### src/rtl/bsa_pkg.sv
package bsa_pkg;
  typedef enum logic {FILL_TAIL = 1'b0, FILL_HEAD = 1'b1} fill_mode_e;
endpackage

### src/rtl/bsa_lane_mask.sv
module bsa_lane_mask #(
  parameter int LANES = 4,
  localparam int OFS_W = $clog2(LANES)
) (
  input  bsa_pkg::fill_mode_e mode,
  input  logic [OFS_W-1:0]    ofs,
  output logic [LANES-1:0]    be,
  output logic                probe
);
  // Lane i is byte offset i; big-endian so it drives enable bit LANES-1-i.
  function automatic logic lane_on(bsa_pkg::fill_mode_e m, int lane, int o);
    if (m == bsa_pkg::FILL_TAIL) return lane >= o;
    else                         return lane < o;
  endfunction

  for (genvar i = 0; i < LANES; i++) begin : g_lane
    assign be[LANES-1-i] = lane_on(mode, i, int'(ofs));
  end

  assign probe = (mode == bsa_pkg::FILL_HEAD) && (ofs == '0);

  // a probe never coincides with an enabled byte
  always_comb begin
    a_probe_empty_r10: assert (!(probe && (be != '0)));
  end
endmodule

### src/rtl/bsa_lane_steer.sv
module bsa_lane_steer #(
  parameter int LANES = 4,
  localparam int DW = 8 * LANES
) (
  input  logic [DW-1:0]    value,
  input  logic [LANES-1:0] be,
  output logic [DW-1:0]    data
);
  for (genvar b = 0; b < LANES; b++) begin : g_byte
    assign data[8*b +: 8] = be[b] ? value[8*b +: 8] : 8'h00;
  end
endmodule

### src/rtl/bsa_out_reg.sv
module bsa_out_reg #(
  parameter int ADDR_W = 32,
  parameter int LANES  = 4,
  localparam int DW = 8 * LANES
) (
  input  logic              clk,
  input  logic              rst_n,
  input  logic              load,
  input  logic [ADDR_W-1:0] n_addr,
  input  logic [DW-1:0]     n_data,
  input  logic [LANES-1:0]  n_be,
  input  logic              n_probe,
  output logic              q_valid,
  input  logic              q_ready,
  output logic [ADDR_W-1:0] q_addr,
  output logic [DW-1:0]     q_data,
  output logic [LANES-1:0]  q_be,
  output logic              q_probe
);
  always_ff @(posedge clk) begin
    if (!rst_n) begin
      q_valid <= 1'b0;
      q_addr  <= '0;
      q_data  <= '0;
      q_be    <= '0;
      q_probe <= 1'b0;
    end else begin
      if (load) begin
        q_valid <= 1'b1;
        q_addr  <= n_addr;
        q_data  <= n_data;
        q_be    <= n_be;
        q_probe <= n_probe;
      end else if (q_ready) begin
        q_valid <= 1'b0;
      end
    end
  end

  p_hold_stable_r9: assert property (@(posedge clk) disable iff (!rst_n)
    q_valid && !q_ready |=> q_valid && $stable(q_addr) && $stable(q_data)
                            && $stable(q_be) && $stable(q_probe));

  p_load_shows_r8: assert property (@(posedge clk) disable iff (!rst_n)
    load |=> q_valid);
endmodule

### src/rtl/bytestore_align.sv
module bytestore_align #(
  parameter int ADDR_W = 32,
  parameter int LANES  = 4,
  localparam int DW    = 8 * LANES,
  localparam int OFS_W = $clog2(LANES)
) (
  input  logic              clk,
  input  logic              rst_n,
  input  logic              req_valid,
  output logic              req_ready,
  input  logic              req_head,
  input  logic [ADDR_W-1:0] req_addr,
  input  logic [DW-1:0]     req_value,
  output logic              wr_valid,
  input  logic              wr_ready,
  output logic [ADDR_W-1:0] wr_addr,
  output logic [DW-1:0]     wr_data,
  output logic [LANES-1:0]  wr_be,
  output logic              wr_probe
);
  bsa_pkg::fill_mode_e mode;
  logic [OFS_W-1:0]    ofs;
  logic [LANES-1:0]    be_c;
  logic                probe_c;
  logic [DW-1:0]       data_c;
  logic [ADDR_W-1:0]   waddr_c;
  logic                accept;

  assign mode    = req_head ? bsa_pkg::FILL_HEAD : bsa_pkg::FILL_TAIL;
  assign ofs     = req_addr[OFS_W-1:0];
  assign waddr_c = {req_addr[ADDR_W-1:OFS_W], {OFS_W{1'b0}}};
  assign req_ready = !wr_valid || wr_ready;
  assign accept  = req_valid && req_ready;

  bsa_lane_mask #(.LANES(LANES)) u_mask (
    .mode(mode), .ofs(ofs), .be(be_c), .probe(probe_c));

  bsa_lane_steer #(.LANES(LANES)) u_steer (
    .value(req_value), .be(be_c), .data(data_c));

  bsa_out_reg #(.ADDR_W(ADDR_W), .LANES(LANES)) u_oreg (
    .clk(clk), .rst_n(rst_n), .load(accept),
    .n_addr(waddr_c), .n_data(data_c), .n_be(be_c), .n_probe(probe_c),
    .q_valid(wr_valid), .q_ready(wr_ready),
    .q_addr(wr_addr), .q_data(wr_data), .q_be(wr_be), .q_probe(wr_probe));

  p_addr_aligned_r2: assert property (@(posedge clk) disable iff (!rst_n)
    wr_valid |-> wr_addr[OFS_W-1:0] == '0);

  p_probe_no_be_r6: assert property (@(posedge clk) disable iff (!rst_n)
    wr_valid && wr_probe |-> wr_be == '0);

  p_be_nonzero_r10: assert property (@(posedge clk) disable iff (!rst_n)
    wr_valid && !wr_probe |-> wr_be != '0);

  p_three_once_r8: assert property (@(posedge clk) disable iff (!rst_n)
    accept && $countones(be_c) == LANES - 1 |=> wr_be == $past(be_c));

  p_disabled_zero_r7: assert property (@(posedge clk) disable iff (!rst_n)
    wr_valid && wr_be == '0 |-> wr_data == '0);
endmodule

### config.mk
export PLATFORM = sky130hd
export DESIGN_NAME = bytestore_align
export DESIGN_NICKNAME = d
export VERILOG_FILES = /design/src/rtl/bsa_pkg.sv /design/src/rtl/bsa_lane_mask.sv /design/src/rtl/bsa_lane_steer.sv /design/src/rtl/bsa_out_reg.sv /design/src/rtl/bytestore_align.sv
export SDC_FILE = /design/constraint.sdc
export NUM_CORES = 1
export LEC_CHECK = 0
export ABC_AREA = 1
export ABC_CLOCK_PERIOD_IN_PS = 1970
export BUFFER_PORTS_ARGS = -buffer_cell sky130_fd_sc_hd__buf_4
export CORE_ASPECT_RATIO = 1.4
export CORE_MARGIN = 3
export CORE_UTILIZATION = 25
export DETAILED_ROUTE_END_ITERATION = 7
export GPL_TIMING_DRIVEN = 1
export PLACE_DENSITY = 0.59
export SLEW_MARGIN = 20
export SYNTH_ARGS = -nofsm -noshare
export SYNTH_HDL_FRONTEND = slang
export SYNTH_SLANG_ARGS = --single-unit
### constraint.sdc
create_clock -name clk -period 1.97 [get_ports clk]
set_input_delay 0 -clock clk [delete_from_list [all_inputs] [get_ports clk]]
set_output_delay 0 -clock clk [all_outputs]
set_load 0.05 [all_outputs]
## Yosys cells after proc, flatten, opt, wreduce, memory -nomap -nowiden

Index checks and enable logic that the tools add are counted.

- Bits in registers: 68
- Bits in latches: 0
- RAM bits: 0
- Memory bits (read-only): 0
- Logic and storage cells: 28
- Memories: 0

- Add/subtract/negate cells: 0
- $mul: 0
- Div/mod/pow operators: 0
- $lt $le $gt $ge: 6
- Equality and inequality tests: 0
- Shifts and indexed selects: 0
- Mux-type cells: 11
- Bitwise gates (word level): 0
- Reduce and logical (&&, ||, !) cells: 6

Operators with widths:

| cell | number |
|---|---|
| $mux W8 | 4 |
| $mux W1 | 7 |
| $ge A1 B2 Y1 const A | 2 |
| $lt A1 B2 Y1 const A | 2 |
| $ge A2 B2 Y1 const A | 1 |
| $logic_and A1 B1 Y1 | 2 |
| $logic_not A2 Y1 | 1 |
| $lt A2 B2 Y1 const A | 1 |
| $reduce_bool A2 Y1 | 1 |
| $logic_not A1 Y1 | 1 |
| $logic_or A1 B1 Y1 | 1 |

## Logic depth before layout (Yosys ltp)

- Depth after elaboration: 4
- Gate-level depth with buffers: 8
- Gate-level depth less buffers: 7

## Cells and area by module

From an unflattened synthesis, not the netlist that was laid out.

- Cells, all modules: 387
- Area, all modules: 2945.3 um2

Modules (own cells, without submodules):

| module | times used | cells each | area each (um2) | sequential area each (um2) |
|---|---|---|---|---|
| bsa_out_reg | 1 | 303 | 2610.0 | 1401.3 |
| bsa_lane_steer | 1 | 68 | 260.2 | 0.0 |
| bsa_lane_mask | 1 | 11 | 51.3 | 0.0 |
| bytestore_align | 1 | 5 | 23.8 | 0.0 |

## Least setup slack after synthesis

OpenSTA, ideal clock, no wires.

- Path type: register to register
- Start point: register u_oreg.q_valid
- End point: register u_oreg.q_addr[10]
- Arrival time: 1.607 ns
- Data required time: 1.854 ns
- Slack: 0.247 ns
- Cell stages (with the launch flop): 8
- Path buffers: 2
- Period minus slack after synthesis: 1.723 ns
- Cells stage by stage: dfxtp_1 > nand2_2 > nand2_2 > inv_2 > buf_4 > buf_6 > nor2_1 > nor2_1

- Cells in the longest elaborated chain, start to end: 3

Ends and longest elaborated chain:

| what | RTL line | source |
|---|---|---|
| from (decl) | bsa_out_reg.sv:13 | `output logic q_valid,` |
| from (signal assigned) | bsa_out_reg.sv:22 | `q_valid <= 1'b0;` |
| from (signal assigned) | bsa_out_reg.sv:29 | `q_valid <= 1'b1;` |
| from (signal assigned) | bsa_out_reg.sv:35 | `q_valid <= 1'b0;` |
| $logic_not A1 Y1 | bytestore_align.sv:32 | `assign req_ready = !wr_valid \|\| wr_ready;` |
| $logic_or A1 B1 Y1 | bytestore_align.sv:32 |  |
| via req_ready | bytestore_align.sv:10 | `output logic req_ready,` |
| $logic_and A1 B1 Y1 | bytestore_align.sv:33 | `assign accept = req_valid && req_ready;` |
| to (signal assigned) | bsa_out_reg.sv:30 | `q_addr <= n_addr;` |
| to (decl) | bsa_out_reg.sv:15 | `output logic [ADDR_W-1:0] q_addr,` |

The timed path passes the listed nets, and every way through them passes these cells.
A chain may end at the register's enable or synchronous reset.

## Worst setup path after layout

- Start point: input port wr_ready
- End point: register u_oreg.q_data[12]

- Cells in the longest elaborated chain, start to end: 2

Ends and longest elaborated chain:

| what | RTL line | source |
|---|---|---|
| from (decl) | bytestore_align.sv:15 | `input logic wr_ready,` |
| $logic_or A1 B1 Y1 | bytestore_align.sv:32 |  |
| $logic_and A1 B1 Y1 | bytestore_align.sv:33 |  |
| to (signal assigned) | bsa_out_reg.sv:31 | `q_data <= n_data;` |
| to (decl) | bsa_out_reg.sv:16 | `output logic [DW-1:0] q_data,` |

No other way between the ends.

==> results.toml <==
[run_status]
status = "finished, final reports clean"

[timing]
holdWs_ns = 0.0428
max_freq_ghz = 0.816
rsz0062_at_grt = "false"
setup_viol_count_final = 0
drv_slew = 0
finalCritPeriodShare_pct = 62.2
setup_ws_ns = 0.744
hold_viol_final = 0
skew_ns = 0.00278
tns_ns = 0
worst_slew_pin_slew_ns = 0.684
fin_crit_ns = 1.23
max_slew_margin_pct = 54.3

[cells_and_area]
n_fill_cell = 994
drive_above_1_share_pct = 31.7
syn_to_final_growth_pct = 78.6
num-nets-final = 588
antenna_cells = 0

[worst_setup_path]
crit_type = "in2reg"
worstSetupEndpointType = "flop"
cp_top_family = "buffers and inverters"
rr_worst_depth = 7
crit_top_cell = "nor2_1"
worstSetupEndpoint = "u_oreg.q_data[12]"
r2r_end = "u_oreg.q_data[12]"
cp_slowest_stage_delay_ns = 0.53
rrSetupSlack_ns = 0.77
cp_num_buf_inv = 5
startpoint = "wr_ready"
cp.required_ns = 2.16
cp_num_cells = 10
setup.worst_path.start_class = "input port"
worstPathArrival_ns = 1.41
critPathMaxFanout = 25
reg2reg_from = "u_oreg.q_valid"
slowest_stage = "dlygate4sd3_1"
crit_chain = "dlygate4sd3_1 -> buf_4 -> inv_1 -> nand2_2 -> nand2_2 -> inv_2 -> buf_4 -> nor2_1 -> nor2_1 -> nor2_1"

[clock_network]
cts_tree = "done"
cts_resized = 0
clock_sinks = 68
hold_buffers = 55
post_cts_buffers = 0
clk_pin_slew_ns = 0.05
htree_num_levels = 3
insertion_delay_ns = 0.32
cts_buffers = 9
cts_max_path_buffers = 2
cts_root_buf = "clkbuf_16"

[floorplan]
dieArea_um2 = 11400
placeableCoreArea_um2 = 9670
start_util_pct = 26.3
core.rowCount = 42
die_h_um = 125
io_pins = 140
fp.dieW_um = 91.2

[placement]
dp_hpwl_mm = 5.33
io_buffers = 137
dp_slack_ns = 0.760
place_congestion = 0.717

[power_and_ir_drop]
vdd_drop_max_v = 0.000424
p_total_uw = 4110
p_per_area_nw_per_um2 = 905
leakagePower_uw = 0.00208

[detailed_routing]
routed_wl_mm = 8.28
ant_nets = 0
viasPerCell = 4.28
vias = 2803
drt_iter0_drc = 62
drc = 0
drtPass1Iterations = 6
wl_per_cell_um = 12.6

[synthesis]
synth_edf_count = 0
synth.most_common_cell = "nor2_1"
syn_inst = 330
ys_ff_latch = 68
synth.yosys.seq_area_share_pct = 53.5
postSynthAreaPerCell_um2 = 7.70
synthFlopType = "dfxtp_1"
yosys-top-cells-count = "nor2_1 (95), dfxtp_1 (68), nand2_1 (46)"
synth.largest_area_cell = "dfxtp_1"
netlist.area_leader.share_pct = 53.5
synth_area_leaders = "dfxtp_1 (54%), nor2_1 (14%), nand2_1 (6.8%)"
yosysWarnings = 0
async_flop_share_pct = 0
ys_types = 18
syn-cell-area_um2 = 2540

[worst_hold_path]
hp-class = "in2reg"

[job]
maxCapViolCount = 0

[grt]
grt_busiest_layer = "met2"
grt_max_degree = 51
grt_pass1_wl_mm = 13.2
gr-usage-met1_pct = 16.1
grt_pass1_vias = 2697
track_usage_pct = 14.6
antenna_found_initial = 0
met2_usage_pct = 25.2
met3_usage_pct = 4.69
grt.overflow.total = 0
==> per-stage QoR <==
| stage | instances | util [%] | cell area (µm²) |
|---|---|---|---|
| 2_1_floorplan | 331 | - | 2550 |
| 3_3_place_gp | 584 | 38.0 | 3670 |
| 3_5_place_dp | 584 | 38.0 | 3670 |
| 4_1_cts | 655 | 47.0 | 4540 |
| 5_1_grt | 655 | 47.0 | 4540 |
| 6_report | 655 | 47.0 | 4540 |
==> per-layer routing <==
layer / vias to the layer above / wire [µm]
li1: 1415 / -
met1: 1274 / 3360
met2: 99 / 4230
met3: 15 / 475
met4: 0 / 214
met5: - / 0
==> state kept, by name (all words and copies together), names as in the netlist <==
| name | count |
|---|---|
| u_oreg.q_data | 32 |
| u_oreg.q_be | 4 |
| u_oreg.q_probe | 1 |
| u_oreg.q_valid | 1 |
| u_oreg.q_addr | 30 |
==> worst min-delay path, stage by stage <==
cell and delay (ns):
buf_4 0.08, nand3_1 0.07, nor2_1 0.08, nor2_1 0.04, nor2_1 0.07
==> cell families after synthesis <==
group | Yosys count | share of synthesized area [%]
XOR/XNOR | 1 | 0.640
AND/OR/NAND/NOR | 164 | 26.9
adder cells (fa/ha/maj) | 1 | 0.492
flip-flops | 68 | 53.5
AO/OA/AOI/OAI | 60 | 11.8
other | 1 | 0.147
buffers and inverters | 35 | 6.50
==> how the worst min path moves through the flow <==
stage                     cells past startpoint                 to  slack (ns)           from
after floorplan                               2  u_oreg.q_addr[15]        0.14          rst_n
after global placement                        3   u_oreg.q_data[1]        0.25   req_value[1]
after detailed placement                      3  u_oreg.q_addr[24]        0.26   req_addr[24]
after CTS                                     5  u_oreg.q_data[12]        0.03  req_value[12]
after global routing                          5   u_oreg.q_data[9]        0.06   req_value[9]
final                                         5  u_oreg.q_data[15]        0.04  req_value[15]
==> area by class of cell <==
type | instances | area [µm²] | area share, %
clock buffers | 11 | 243 | 5.34
clock inverters | 5 | 75.1 | 1.65
inverters | 15 | 56.3 | 1.24
multi-input cells | 228 | 1020 | 22.5
flip-flops and latches | 68 | 1360 | 30.0
well taps | 132 | 165 | 3.64
repair buffers | 196 | 1620 | 35.7
==> power by group <==
group / switching (µW) / internal (µW)
clock: 564 / 1140
combinational: 556 / 345
sequential: 46.5 / 1460
total: 1170 / 2940
==> layout by cell type (no fill, tap or decap) <==
cell type and n:
a21oi_1 29, buf_12 1, buf_4 140, bufinv_16 2, clkbuf_1 1, clkbuf_16 9
clkbuf_8 1, clkinv_2 3, conb_1 2, dfxtp_1 68, dlygate4sd3_1 55, ha_1 1
inv_1 12, inv_2 3, nand2_1 46, nand2_2 3, nand3_1 17, nand3_2 1
nor2_1 95, nor2_8 2, o21ai_0 31, xnor2_2 1
(Power assumes the default switching activity.)
